[src/rtl/pwm_tb_pkg.sv]
package pwm_tb_pkg;

  typedef enum logic [1:0] {
    MODE_UP   = 2'b00,
    MODE_DOWN = 2'b01,
    MODE_UPDN = 2'b10,
    MODE_HOLD = 2'b11
  } tb_mode_e;

  // Control word field positions (decoded by software)
  localparam int CTL_MODE_LSB   = 0;
  localparam int CTL_LOAD_BIT   = 3;
  localparam int CTL_FINE_LSB   = 7;
  localparam int CTL_COARSE_LSB = 10;
  localparam int DIV_FIELD_W    = 3;

  // Total prescale = 2^coarse * (fine == 0 ? 1 : 2*fine)
  function automatic int unsigned presc_total(input logic [DIV_FIELD_W-1:0] coarse,
                                              input logic [DIV_FIELD_W-1:0] fine);
    int unsigned even_stage;
    even_stage = (fine == '0) ? 1 : 2 * int'(fine);
    return (32'd1 << coarse) * even_stage;
  endfunction

endpackage

[src/rtl/tb_prescaler.sv]
module tb_prescaler import pwm_tb_pkg::*; #(
  parameter int PS_W = 12
) (
  input  logic                   clk,
  input  logic                   rst,
  input  logic [DIV_FIELD_W-1:0] coarse,
  input  logic [DIV_FIELD_W-1:0] fine,
  output logic                   tick,
  output logic [PS_W-1:0]        phase
);

  logic [PS_W-1:0] total;

  assign total = PS_W'(presc_total(coarse, fine));
  // >= guards against a divider shrinking below the running phase
  assign tick  = (phase >= total - PS_W'(1));

  always_ff @(posedge clk) begin
    if (rst)       phase <= '0;
    else if (tick) phase <= '0;
    else           phase <= phase + PS_W'(1);
  end

  // between ticks the phase advances by exactly one
  a_r3_phase_step: assert property (@(posedge clk) disable iff (rst)
    !tick |=> (phase == PS_W'($past(phase) + PS_W'(1))));

endmodule

[src/rtl/tb_period_reg.sv]
module tb_period_reg #(
  parameter int CNT_W = 16
) (
  input  logic             clk,
  input  logic             rst,
  input  logic             wr,
  input  logic [CNT_W-1:0] wdata,
  input  logic             imm,
  input  logic             load_evt,
  output logic [CNT_W-1:0] active,
  output logic [CNT_W-1:0] shadow
);

  logic take_now;
  logic take_held;

  assign take_now  = wr && imm;
  assign take_held = load_evt && !imm;

  always_ff @(posedge clk) begin
    if (rst) begin
      active <= '0;
      shadow <= '0;
    end else begin
      if (wr)             shadow <= wdata;
      if (take_now)       active <= wdata;
      else if (take_held) active <= shadow;
    end
  end

  // without a direct write or zero-event transfer the active value stays
  a_r10_active_hold: assert property (@(posedge clk) disable iff (rst)
    (!take_now && !take_held) |=> $stable(active));

  // a direct write lands in the active period on the next clock
  a_r9_imm_take: assert property (@(posedge clk) disable iff (rst)
    take_now |=> (active == $past(wdata)));

endmodule

[src/rtl/tb_counter.sv]
module tb_counter import pwm_tb_pkg::*; #(
  parameter int CNT_W = 16
) (
  input  logic             clk,
  input  logic             rst,
  input  logic             tick,
  input  tb_mode_e         mode,
  input  logic [CNT_W-1:0] prd,
  output logic [CNT_W-1:0] cnt,
  output logic             dir_dn,
  output logic             zero_hit,
  output logic             prd_hit
);

  logic             dir_q;
  logic [CNT_W-1:0] cnt_nxt;
  logic             dir_nxt;
  logic             frozen;

  assign frozen   = (mode == MODE_HOLD);
  assign zero_hit = tick && !frozen && (cnt == '0);
  assign prd_hit  = tick && !frozen && (cnt == prd);
  assign dir_dn   = (mode == MODE_DOWN) ? 1'b1 :
                    (mode == MODE_UP)   ? 1'b0 : dir_q;

  always_comb begin
    cnt_nxt = cnt;
    dir_nxt = dir_q;
    unique case (mode)
      MODE_UP: begin
        cnt_nxt = (cnt >= prd) ? '0 : cnt + CNT_W'(1);
        dir_nxt = 1'b0;
      end
      MODE_DOWN: begin
        cnt_nxt = (cnt == '0) ? prd : cnt - CNT_W'(1);
        dir_nxt = 1'b1;
      end
      MODE_UPDN: begin
        if (prd == '0) begin
          cnt_nxt = '0;
        end else if (!dir_q) begin
          if (cnt >= prd) begin
            cnt_nxt = cnt - CNT_W'(1);
            dir_nxt = 1'b1;
          end else begin
            cnt_nxt = cnt + CNT_W'(1);
          end
        end else begin
          if (cnt == '0) begin
            cnt_nxt = CNT_W'(1);
            dir_nxt = 1'b0;
          end else begin
            cnt_nxt = cnt - CNT_W'(1);
          end
        end
      end
      default: begin
        cnt_nxt = cnt;
        dir_nxt = dir_q;
      end
    endcase
  end

  always_ff @(posedge clk) begin
    if (rst) begin
      cnt   <= '0;
      dir_q <= 1'b0;
    end else if (tick) begin
      cnt   <= cnt_nxt;
      dir_q <= dir_nxt;
    end
  end

  // hold mode keeps the count
  a_r7_hold_count: assert property (@(posedge clk) disable iff (rst)
    frozen |=> (cnt == $past(cnt)));

  // hold mode raises no strobe
  a_r7_hold_quiet: assert property (@(posedge clk) disable iff (rst)
    frozen |-> (!zero_hit && !prd_hit));

  // the count never moves without a tick
  a_r3_no_tick_still: assert property (@(posedge clk) disable iff (rst)
    !tick |=> $stable(cnt));

  // below the period, up mode steps by one per tick
  a_r4_up_step: assert property (@(posedge clk) disable iff (rst)
    (tick && mode == MODE_UP && cnt < prd) |=> (cnt == CNT_W'($past(cnt) + CNT_W'(1))));

  // down mode reloads the period from zero
  a_r5_down_reload: assert property (@(posedge clk) disable iff (rst)
    (tick && mode == MODE_DOWN && cnt == '0) |=> (cnt == $past(prd)));

  // strobes only on tick cycles
  a_r8_strobe_on_tick: assert property (@(posedge clk) disable iff (rst)
    (zero_hit || prd_hit) |-> tick);

endmodule

[src/rtl/pwm_timebase.sv]
module pwm_timebase import pwm_tb_pkg::*; #(
  parameter int CNT_W  = 16,
  parameter int ADDR_W = 5,
  parameter int PS_W   = 12
) (
  input  logic              clk,
  input  logic              rst,
  input  logic              reg_wr,
  input  logic [ADDR_W-1:0] reg_addr,
  input  logic [CNT_W-1:0]  reg_wdata,
  output logic [CNT_W-1:0]  reg_rdata,
  output logic              tick_en,
  output logic [CNT_W-1:0]  tb_count,
  output logic              zero_hit,
  output logic              period_hit,
  output logic              count_down
);

  localparam logic [ADDR_W-1:0] CTL_ADDR = ADDR_W'(0);
  localparam logic [ADDR_W-1:0] PRD_ADDR = ADDR_W'(10);

  tb_mode_e               mode_q;
  logic                   imm_q;
  logic [DIV_FIELD_W-1:0] fine_q;
  logic [DIV_FIELD_W-1:0] coarse_q;
  logic                   wr_ctl;
  logic                   wr_prd;
  logic [CNT_W-1:0]       prd_act;
  logic [CNT_W-1:0]       prd_held;
  logic [PS_W-1:0]        ps_phase;
  logic [CNT_W-1:0]       ctl_img;

  assign wr_ctl = reg_wr && (reg_addr == CTL_ADDR);
  assign wr_prd = reg_wr && (reg_addr == PRD_ADDR);

  always_ff @(posedge clk) begin
    if (rst) begin
      mode_q   <= MODE_UP;
      imm_q    <= 1'b0;
      fine_q   <= '0;
      coarse_q <= '0;
    end else if (wr_ctl) begin
      mode_q   <= tb_mode_e'(reg_wdata[CTL_MODE_LSB +: 2]);
      imm_q    <= reg_wdata[CTL_LOAD_BIT];
      fine_q   <= reg_wdata[CTL_FINE_LSB +: DIV_FIELD_W];
      coarse_q <= reg_wdata[CTL_COARSE_LSB +: DIV_FIELD_W];
    end
  end

  always_comb begin
    ctl_img = '0;
    ctl_img[CTL_MODE_LSB +: 2]             = mode_q;
    ctl_img[CTL_LOAD_BIT]                  = imm_q;
    ctl_img[CTL_FINE_LSB +: DIV_FIELD_W]   = fine_q;
    ctl_img[CTL_COARSE_LSB +: DIV_FIELD_W] = coarse_q;
  end

  always_comb begin
    if (reg_addr == CTL_ADDR)      reg_rdata = ctl_img;
    else if (reg_addr == PRD_ADDR) reg_rdata = prd_act;
    else                           reg_rdata = '0;
  end

  tb_prescaler #(.PS_W(PS_W)) u_presc (
    .clk    (clk),
    .rst    (rst),
    .coarse (coarse_q),
    .fine   (fine_q),
    .tick   (tick_en),
    .phase  (ps_phase)
  );

  tb_period_reg #(.CNT_W(CNT_W)) u_prd (
    .clk      (clk),
    .rst      (rst),
    .wr       (wr_prd),
    .wdata    (reg_wdata),
    .imm      (imm_q),
    .load_evt (zero_hit),
    .active   (prd_act),
    .shadow   (prd_held)
  );

  tb_counter #(.CNT_W(CNT_W)) u_cnt (
    .clk      (clk),
    .rst      (rst),
    .tick     (tick_en),
    .mode     (mode_q),
    .prd      (prd_act),
    .cnt      (tb_count),
    .dir_dn   (count_down),
    .zero_hit (zero_hit),
    .prd_hit  (period_hit)
  );

  // the prescaler phase restarts at zero after reset
  a_r1_phase_clear: assert property (@(posedge clk)
    rst |=> (ps_phase == '0));

  // held mode moves the holding copy into the active period on a zero strobe
  a_r10_transfer: assert property (@(posedge clk) disable iff (rst)
    (zero_hit && !imm_q && !wr_prd) |=> (prd_act == $past(prd_held)));

endmodule

[config.mk]
export PLATFORM = sky130hd
export DESIGN_NAME = pwm_timebase
export DESIGN_NICKNAME = d
export VERILOG_FILES = /design/src/rtl/pwm_tb_pkg.sv /design/src/rtl/tb_prescaler.sv /design/src/rtl/tb_period_reg.sv /design/src/rtl/tb_counter.sv /design/src/rtl/pwm_timebase.sv
export SDC_FILE = /design/constraint.sdc
export NUM_CORES = 1
export LEC_CHECK = 0
export BUFFER_PORTS_ARGS = -buffer_cell sky130_fd_sc_hd__buf_2
export CAP_MARGIN = 20
export CELL_PAD_IN_SITES_DETAIL_PLACEMENT = 0
export CELL_PAD_IN_SITES_GLOBAL_PLACEMENT = 1
export CORE_MARGIN = 3
export CORE_UTILIZATION = 30
export CTS_BUF_LIST = sky130_fd_sc_hd__clkbuf_16
export CTS_CLUSTER_SIZE = 28
export DETAILED_ROUTE_END_ITERATION = 16
export GPL_TIMING_DRIVEN = 1
export PLACE_DENSITY_LB_ADDON = 0.3
export SKIP_CTS_REPAIR_TIMING = 1
export SYNTH_ARGS = -nofsm -noshare
export SYNTH_HDL_FRONTEND = slang
export SYNTH_HIERARCHICAL = 1
export SYNTH_SLANG_ARGS = --single-unit
[constraint.sdc]
create_clock -name clk -period 6.5 [get_ports clk]
set_clock_uncertainty 0.15 [all_clocks]
set_input_delay 0 -clock clk [delete_from_list [all_inputs] [get_ports clk]]
set_output_delay 0 -clock clk [all_outputs]
set_load 0.005 [all_outputs]
==> results.cfg <==
[synthesis]
syn_area_per_cell_um2 = 8.01
synth_top_cell_by_area = dfxtp_1
ys.flop_type = dfxtp_1
yosysSeqAreaShare_pct = 20.8
ys_async_sr_fraction_pct = 0
synthDistinctLibCells = 67
synthCells = 840
yosys_register_bits = 70
synth_edf_count = 0
yosysWarningCount = 6
syn_area_um2 = 6730
synthTopCellsByArea = dfxtp_1, ha_1, mux2i_1, inv_1, xnor2_1
synth_nets = 936
synth_top_area_share_pct = 20.8

[timing]
period_share_pct = 92.8
layout_setup_ws_ps = 467
worstMarginPinSlew_ps = 967
rsz0062_at_grt = false
holdWs_ps = -20.7
setup_tns_ps = 0
max_freq_mhz = 166
slew_viol_final = 0
setup_violations = 0
finalHoldViolCount = 3
relSlewSlack_pct = 35.3
period_needed_ps = 6030

[worst_hold_path]
hp-class = in2reg

[clocking]
cts_inserted_buffers = 9
cts_tree = yes
clk_pin_slew_ps = 70
htreeDepth = 3
cts_sinks = 70
root_buffer = clkbuf_16
clockBufferDepth = 2
clk_latency_ps = 350

[run_status]
status = finished with violations
violations = hold timing

[worst_setup_path]
cp-end-kind = register
worst-path-buf-inv = 1
crit_chain = nor2b_2 -> nand2_1 -> ha_1 -> fa_1 -> fa_1 -> inv_1 -> ha_1 -> a21oi_1 -> o32ai_2 -> o41ai_1 -> xor2_1 -> ha_1 -> nand4_1 -> nor2_1 -> a211o_2 -> a21o_1 -> nor2b_1 -> nand2_1 -> nor2_1 -> a31oi_1 -> nor3_1 -> or3_1
cp.required_ps = 6590
crit_type = reg2reg
worstReg2RegStart = coarse_q[0]
r2r_slack_ps = 470
cp_slowest_stage_delay_ps = 730
setup.worst_path.start = coarse_q[0]
cp_num_cells = 22
r2r_end = u_cnt/cnt[13]
cp_common_cell = ha_1
cp_top_family = adder cells
start_kind = register
cp.arrival_ps = 6120
cp_slowest_cell = dfxtp_1
worstPathMaxFanout = 19
crit_end = u_cnt/cnt[13]
worst_r2r_path_depth = 22

[grt]
grtUsageTotal_pct = 16.8
grt_max_degree = 40
antenna_found_initial = 0
overflow = 0
grt_pass1_wl_um = 33000
grt_pass1_vias = 6003

[route]
wl_um = 20600
avgViaCountPerCell = 5.33
avgRoutedWirePerCell_um = 17.5
drcViolationCount = 0
vias = 6275
drt_pass1_iterations = 7
ant_nets = 0
drtIter0Drc = 405

[pwr]
vdd_drop_max_mv = 0.281
p_per_area_nw_per_um2 = 337
power.total_mw = 2.62
leakage_nw = 3.14

[die]
die_x_um = 156
fp.dieH_um = 156
rows = 54
design.core.area_um2 = 22000
io_pins = 60
die_area_um2 = 24300
start_util_pct = 30.6

[cells_and_area]
fin_cells = 1178
design_area_um2 = 7760
layout-drive-gt1-share_pct = 15.0
syn2layout_area_growth_pct = 15.4
insertedDiodeCount = 0
final_core_util_pct = 35.4
layout.nets = 989

[place]
numPlacedInstances = 1144
finalWeightedCongestion = 0.825
pre_cts_ws_ps = 220
io_buffers = 59
dp_hpwl_um = 14700
dpl_cell_area_um2 = 7260

[job]
maxCapViolations = 0
[worst min path at each step]
stage | start | endpoint | slack (ps) | cells past startpoint
CTS | reg_wdata[6] | u_prd/shadow[6] | -260 | 3
global route | rst | u_prd/shadow[5] | 9 | 2
detailed placement | reg_wdata[15] | u_prd/shadow[15] | 100 | 3
global placement | reg_wdata[4] | u_prd/shadow[4] | 100 | 3
finish | rst | u_prd/shadow[0] | -20 | 2
floorplan | rst | u_prd/active[10] | -70 | 1
[power by group]
part / internal [mW] / switching (mW) / total, mW
clock: 0.268 / 0.226 / 0.494
sequential: 0.491 / 0.134 / 0.625
combinational: 0.541 / 0.956 / 1.50
total: 1.30 / 1.32 / 2.62
[sequential cells by signal, summed over array words and instances (netlist names), 2 cells and up]
register,cells
coarse_q,3
fine_q,3
mode_q,2
u_cnt/cnt,16
u_prd/active,16
u_prd/shadow,16
u_presc/phase,12
[layer usage]
| metal | up-vias | part of all wire, % | global-route usage (%) | wire, um |
|---|---|---|---|---|
| met5 | - | 0 | 0 | 0 |
| met4 | 0 | 1.3 | 3.99 | 264 |
| met3 | 23 | 4.0 | 3.05 | 818 |
| met2 | 145 | 45 | 26.6 | 9180 |
| met1 | 2994 | 50 | 23.9 | 10300 |
| li1 | 3113 | - | - | - |
[cell usage in the layout (no fill, tap or decap), types with 5 or more instances in the layout]
cell type	netlist	layout
and3_1	9	9
buf_4	2	15
nand2b_1	24	24
mux2i_1	33	32
a211oi_2	10	10
nand3_1	33	33
xnor2_1	30	30
ha_1	59	59
nand2_1	63	63
nand4_1	10	10
a2111oi_0	8	8
o21ai_0	26	26
nor3b_1	20	19
or3_1	8	8
fa_1	13	13
a2111oi_2	10	10
a31oi_1	6	6
a211oi_1	8	8
a21o_1	5	5
buf_2	6	59
inv_1	85	85
nor4_1	10	10
o22ai_1	7	7
o211ai_1	5	5
xor2_1	14	14
a22o_1	11	11
nor2_1	60	58
and2_1	14	14
nor2b_1	10	6
nor3_1	22	21
dfxtp_1	70	69
and3b_1	16	16
dlygate4sd3_1	0	18
a21oi_1	32	32
clkbuf_16	0	9
[cells in the mapped netlist (8+ instances only)]
master,instances
a2111oi_0,8
xnor2_1,30
a211oi_2,10
and2_1,14
nor2b_1,10
a2111oi_2,10
inv_1,85
nor3b_1,20
dfxtp_1,70
nand2_1,63
xor2_1,14
nand4_1,10
a21oi_1,32
o21ai_0,26
a211oi_1,8
fa_1,13
a22o_1,11
nor2_1,60
or3_1,8
and3b_1,16
nor4_1,10
nand2b_1,24
ha_1,59
and3_1,9
nand3_1,33
nor3_1,22
clkbuf_1,34
mux2i_1,33
[cell type report]
type                       count  area [um2]
fill                        2338       14200
multi-input combinational    635        4810
sequential                    70        1400
timing repair buffer          92         588
tap                          280         350
inverter                      85         319
clock buffer                   9         225
clock inverter                 7        65.1
[logic make-up after synthesis]
family	count (synthesis)	synth area share, %
AO/OA/AOI/OAI	170	19.5
adder cells (fa/ha/maj)	72	14.8
AND/OR/NAND/NOR	316	25.7
flip-flops	70	20.8
buffers and inverters	135	8.42
XOR/XNOR	44	5.73
multiplexers	33	4.91
(Power assumes the default switching activity.)
